`config.mk`:
```
export PLATFORM = sky130hd
export DESIGN_NAME = olmc_stage
export DESIGN_NICKNAME = d
export VERILOG_FILES = /design/src/rtl/olmc_pkg.sv /design/src/rtl/olmc_state_reg.sv /design/src/rtl/olmc_out_sel.sv /design/src/rtl/olmc_cell.sv /design/src/rtl/olmc_stage.sv
export SDC_FILE = /design/constraint.sdc
export NUM_CORES = 1
export LEC_CHECK = 0
export BUFFER_PORTS_ARGS = -buffer_cell sky130_fd_sc_hd__buf_4
export CAP_MARGIN = 20
export CELL_PAD_IN_SITES_DETAIL_PLACEMENT = 1
export CELL_PAD_IN_SITES_GLOBAL_PLACEMENT = 1
export CORE_ASPECT_RATIO = 0.5
export CORE_MARGIN = 2
export CORE_UTILIZATION = 22
export DETAILED_ROUTE_END_ITERATION = 10
export PLACE_DENSITY_LB_ADDON = 0.1
export SYNTH_ARGS = -nofsm -noshare
export SYNTH_HDL_FRONTEND = slang
export SYNTH_HIERARCHICAL = 1
export SYNTH_SLANG_ARGS = --single-unit
```
`constraint.sdc`:
```
create_clock -name clk_i -period 0.8 [get_ports clk_i]
set_clock_uncertainty 0.15 [all_clocks]
set_input_delay 0.04 -clock clk_i [delete_from_list [all_inputs] [get_ports clk_i]]
set_output_delay 0.04 -clock clk_i [all_outputs]
set_load 0.05 [all_outputs]
```
`src/rtl/olmc_pkg.sv`:
```
package olmc_pkg;
  localparam int unsigned MODE_W = 2;
  localparam int unsigned MODE_COMB_BIT = 1;
  localparam int unsigned MODE_HIGH_BIT = 0;

  typedef enum logic [MODE_W-1:0] {
    MODE_REG_LO  = 2'b00,
    MODE_REG_HI  = 2'b01,
    MODE_COMB_LO = 2'b10,
    MODE_COMB_HI = 2'b11
  } olmc_mode_e;
endpackage

```
`src/rtl/olmc_state_reg.sv`:
```
module olmc_state_reg (
  input  logic clk_i,
  input  logic clr_ni,
  input  logic preset_i,
  input  logic d_i,
  output logic q_o
);
  always_ff @(posedge clk_i or negedge clr_ni) begin
    if (!clr_ni)       q_o <= 1'b0;
    else if (preset_i) q_o <= 1'b1;
    else               q_o <= d_i;
  end
endmodule

```
`src/rtl/olmc_out_sel.sv`:
```
module olmc_out_sel
  import olmc_pkg::*;
(
  input  logic [MODE_W-1:0] mode_i,
  input  logic              sum_i,
  input  logic              q_i,
  input  logic              oe_i,
  input  logic              pad_i,
  output logic              pad_o,
  output logic              pad_oe_o,
  output logic              fb_o
);
  logic comb_sel;
  logic high_sel;
  logic src;
  logic pin_lvl;

  assign comb_sel = mode_i[MODE_COMB_BIT];
  assign high_sel = mode_i[MODE_HIGH_BIT];

  always_comb begin
    src      = comb_sel ? sum_i : q_i;
    pad_o    = high_sel ? src : ~src;
    pad_oe_o = oe_i;
    // pin level: own drive when enabled, external value otherwise
    pin_lvl  = oe_i ? pad_o : pad_i;
    fb_o     = comb_sel ? pin_lvl : q_i;
  end
endmodule

```
`src/rtl/olmc_cell.sv`:
```
module olmc_cell
  import olmc_pkg::*;
(
  input  logic              clk_i,
  input  logic              clr_ni,
  input  logic              preset_i,
  input  logic [MODE_W-1:0] mode_i,
  input  logic              sum_i,
  input  logic              oe_i,
  input  logic              pad_i,
  output logic              pad_o,
  output logic              pad_oe_o,
  output logic              fb_o
);
  logic q;

  olmc_state_reg u_reg (
    .clk_i    (clk_i),
    .clr_ni   (clr_ni),
    .preset_i (preset_i),
    .d_i      (sum_i),
    .q_o      (q)
  );

  olmc_out_sel u_sel (
    .mode_i   (mode_i),
    .sum_i    (sum_i),
    .q_i      (q),
    .oe_i     (oe_i),
    .pad_i    (pad_i),
    .pad_o    (pad_o),
    .pad_oe_o (pad_oe_o),
    .fb_o     (fb_o)
  );
endmodule

```
`src/rtl/olmc_stage.sv`:
```
module olmc_stage
  import olmc_pkg::*;
#(
  parameter int unsigned NUM_CELLS = 10,
  localparam int unsigned MODES_W = NUM_CELLS * MODE_W
) (
  input  logic                 clk_i,
  input  logic                 rst_ni,
  input  logic                 areset_i,
  input  logic                 spreset_i,
  input  logic [MODES_W-1:0]   mode_i,
  input  logic [NUM_CELLS-1:0] sum_i,
  input  logic [NUM_CELLS-1:0] oe_term_i,
  input  logic [NUM_CELLS-1:0] pad_i,
  output logic [NUM_CELLS-1:0] pad_o,
  output logic [NUM_CELLS-1:0] pad_oe_o,
  output logic [NUM_CELLS-1:0] fb_o
);
  // clear dominates preset: it acts asynchronously on every register
  logic clr_n;
  assign clr_n = rst_ni & ~areset_i;

  for (genvar i = 0; i < NUM_CELLS; i++) begin : g_cell
    olmc_cell u_cell (
      .clk_i    (clk_i),
      .clr_ni   (clr_n),
      .preset_i (spreset_i),
      .mode_i   (mode_i[i*MODE_W +: MODE_W]),
      .sum_i    (sum_i[i]),
      .oe_i     (oe_term_i[i]),
      .pad_i    (pad_i[i]),
      .pad_o    (pad_o[i]),
      .pad_oe_o (pad_oe_o[i]),
      .fb_o     (fb_o[i])
    );
  end
endmodule

```
==> results by group <==
Critical path
  • CP max stage cell: dfrtp_1
  • Worst Path Required: 0.61 ns
  • Crit-path cells: mux2i_4 -> xor2_4 -> buf_6
  • Critical Path AT: 1.20 ns
  • Critical Path Sink Type: primary output
  • Crit path max fanout: 2
  • CP startpoint kind: flop
  • Critical path class: flop to primary output
  • Delay of the slowest critical-path stage: 0.41 ns

Clock tree
  • Clock Tree Buf Depth: 2
  • CTS Sinks: 10
  • CTS buffer count: 3
  • # H-tree levels: 1
  • Register clock-pin slew on the reported worst setup and hold paths: 0.05 ns
  • Hold bufs inserted after CTS: 2
  • Root Buffer Master: clkbuf_8
  • CTS tree: built

Final layout
  • Fin nets: 253
  • Largest register by flop count: g_cell.u_cell/u_reg/q_o
  • Biggest regs: g_cell.u_cell/u_reg/q_o x10
  • Max reg flops: 10
  • Layout cells sized above 1: 64.1%
  • Area grow syn2layout: 129%
  • Final Cell Area: 0.00213 mm^2
  • Final core utilization: 53.7%
  • Final Non-Filler Cells: 252
  • FILL cells: 455
  • # diodes: 0

Placement
  • Number of port buffers: 83
  • Dpl ws: -0.361 ns
  • Placed cell area: 0.00197 mm^2
  • Placed insts: 243
  • Post-DP HPWL: 2.66 mm
  • Placer Congestion: 0.698

Floorplanning
  • Die Area: 0.00478 mm^2
  • Core box area: 0.00396 mm^2
  • Initial core utilization: 23.4%
  • Site Rows: 16
  • Die height: 49.9 um
  • Chip width: 95.8 um
  • IO Count: 84

Timing
  • Hold slack final: -0.116 ns
  • Period utilisation layout: 173%
  • Worst Tran Pin Value: 0.212 ns
  • Final-report setup violation count: 20
  • Slew Limit Fails: 0
  • Relative slew margins: 85.6%
  • Min cycle time layout: 1.39 ns
  • RSZ-0062 raised after global routing: yes
  • Fmax achieved: 722 MHz
  • Min setup slack post-route: -0.585 ns
  • Final Hold Violating Endpoints: 10
  • Setup TNS: -9.98 ns

GRT
  • Antenna violations before repair: 0
  • Total track usage: 12.9%
  • Vias in the first global route: 1,124
  • Largest net degree at the start of global routing: 11
  • First-pass GRT wire length: 4.72 mm
  • Grt ovf: 0

Worst hold path
  • Hold depth: 2
  • Hold WC Path Type: input pin to flop

Drt
  • DRT iter0 DRCs: 7
  • Vias: 1,056
  • Avg Vias per Cell: 4.19
  • DRT antenna net count: 0
  • Final wirelength: 2.98 mm
  • Drt first pass iters: 4
  • Routed WL per cell: 11.8 um
  • DRC: 0

Synthesis
  • Synth Instances: 101
  • Synth area leaders: dfrtp_1, xor2_1, mux2i_1, buf_4, nand3b_1
  • Cell taking the most area after synthesis: dfrtp_1
  • Synth top area share: 27.0%
  • Synth unique cells: 10
  • Yosys reg bits: 10
  • Mapped Area: 927 um^2
  • Yosys warns: 6
  • Avg Cell Area, Syn: 9.18 um^2
  • Sequential share of the synthesized area: 27.0%
  • Syn nets: 155

Power and ir drop
  • PD cells: 1320 mW/mm^2
  • Sw Share: 40.2%
  • NetSw: 1.12 mW
  • Static leakage: 0.938 nW
  • Total Power: 2.80 mW
  • Clock group share of total power: 23.0%
  • P_int: 1.67 mW
  • Combinational share of power: 57.0%
  • VDD IR max: 521 uV
  • Sequential Power Share: 20.0%

Job
  • Max Cap Viol: 0

Outcome
  • Status: finished with violations
  • Violated checks: negative hold slack, negative setup slack
## final timing paths
path                                            start                    endpoint  slack [ns]
max                        g_cell[1].u_cell/u_reg/q_o                    pad_o[1]       -0.59
min                                          sum_i[1]  g_cell[1].u_cell/u_reg/q_o       -0.12
max in group asynchronous                    areset_i  g_cell[5].u_cell/u_reg/q_o        0.13
min in group asynchronous                      rst_ni  g_cell[6].u_cell/u_reg/q_o        0.24
## worst max-delay path: cells and delay by family, from the launching register on
family | cells | cell delay (ns)
xor gates and xnor gates | 1 | 0.16
buffers and inverters | 1 | 0.17
DFF | 1 | 0.41
muxes | 1 | 0.21
## layout by cell type, fill, tap and decap left out
master	n
nand3b_1	10
buf_12	1
nor2b_4	1
dlygate4sd3_1	2
xor2_1	10
o211ai_1	10
nand2b_4	1
xor2_4	10
buf_4	89
mux2i_4	10
dfrtp_1	10
nand2_1	10
nand2b_1	9
clkbuf_8	4
buf_6	11
or2_1	10
## per-layer routing
metal | routed length, um | up-vias | GRT usage, % | part of all wire [%]
met3 | 189 | 0 | 3.06 | 6.4
met2 | 1780 | 38 | 26.6 | 60
met1 | 1010 | 497 | 12.8 | 34
met5 | 0 | - | 0 | 0
met4 | 0 | 0 | 2.86 | 0
li1 | - | 521 | - | -
## synthesized netlist by cell type (all sizes together)
cell type	count
nand2	10
mux2i	10
xor2	20
or2	10
nor2b	1
o211ai	10
nand2b	10
buf	10
nand3b	10
dfrtp	10
## cell families (layout without fill, tap and decap cells)
| logic type | Yosys count | count (layout) | synth area share (%) |
|---|---|---|---|
| buf+inv | 10 | 107 | 8.10 |
| mux | 10 | 10 | 10.8 |
| simple gates | 41 | 41 | 27.1 |
| compound gates | 10 | 10 | 8.10 |
| flops | 10 | 10 | 27.0 |
| xor+xnor | 20 | 20 | 18.9 |
## repair_timing
item	in CTS	in global routing
pin swaps	10	0
endpoints found under the hold margin	20	10
gates resized for setup	10	2
setup endpoints to repair	20	30
setup buffers	1	2
## area by class of cell
| type | count | area (um^2) | area share, % |
|---|---|---|---|
| Multi-Input combinational cell | 81 | 922 | 43.4 |
| Timing Repair Buffer | 103 | 832 | 39.1 |
| Sequential cell | 10 | 250 | 11.8 |
| Tap cell | 54 | 67.6 | 3.18 |
| Clock buffer | 4 | 55.1 | 2.59 |
## power by group through the flow
stage	clock [mW]	combinational, mW	sequential [mW]
final	0.644	1.59	0.560
after detailed placement	0	1.53	0.567
after floorplan	0	0.934	0.564
after CTS	0.678	1.59	0.559
after global routing	0.698	1.68	0.562
after global placement	0	1.52	0.566
Note: power is estimated with default switching activity, not from simulation.
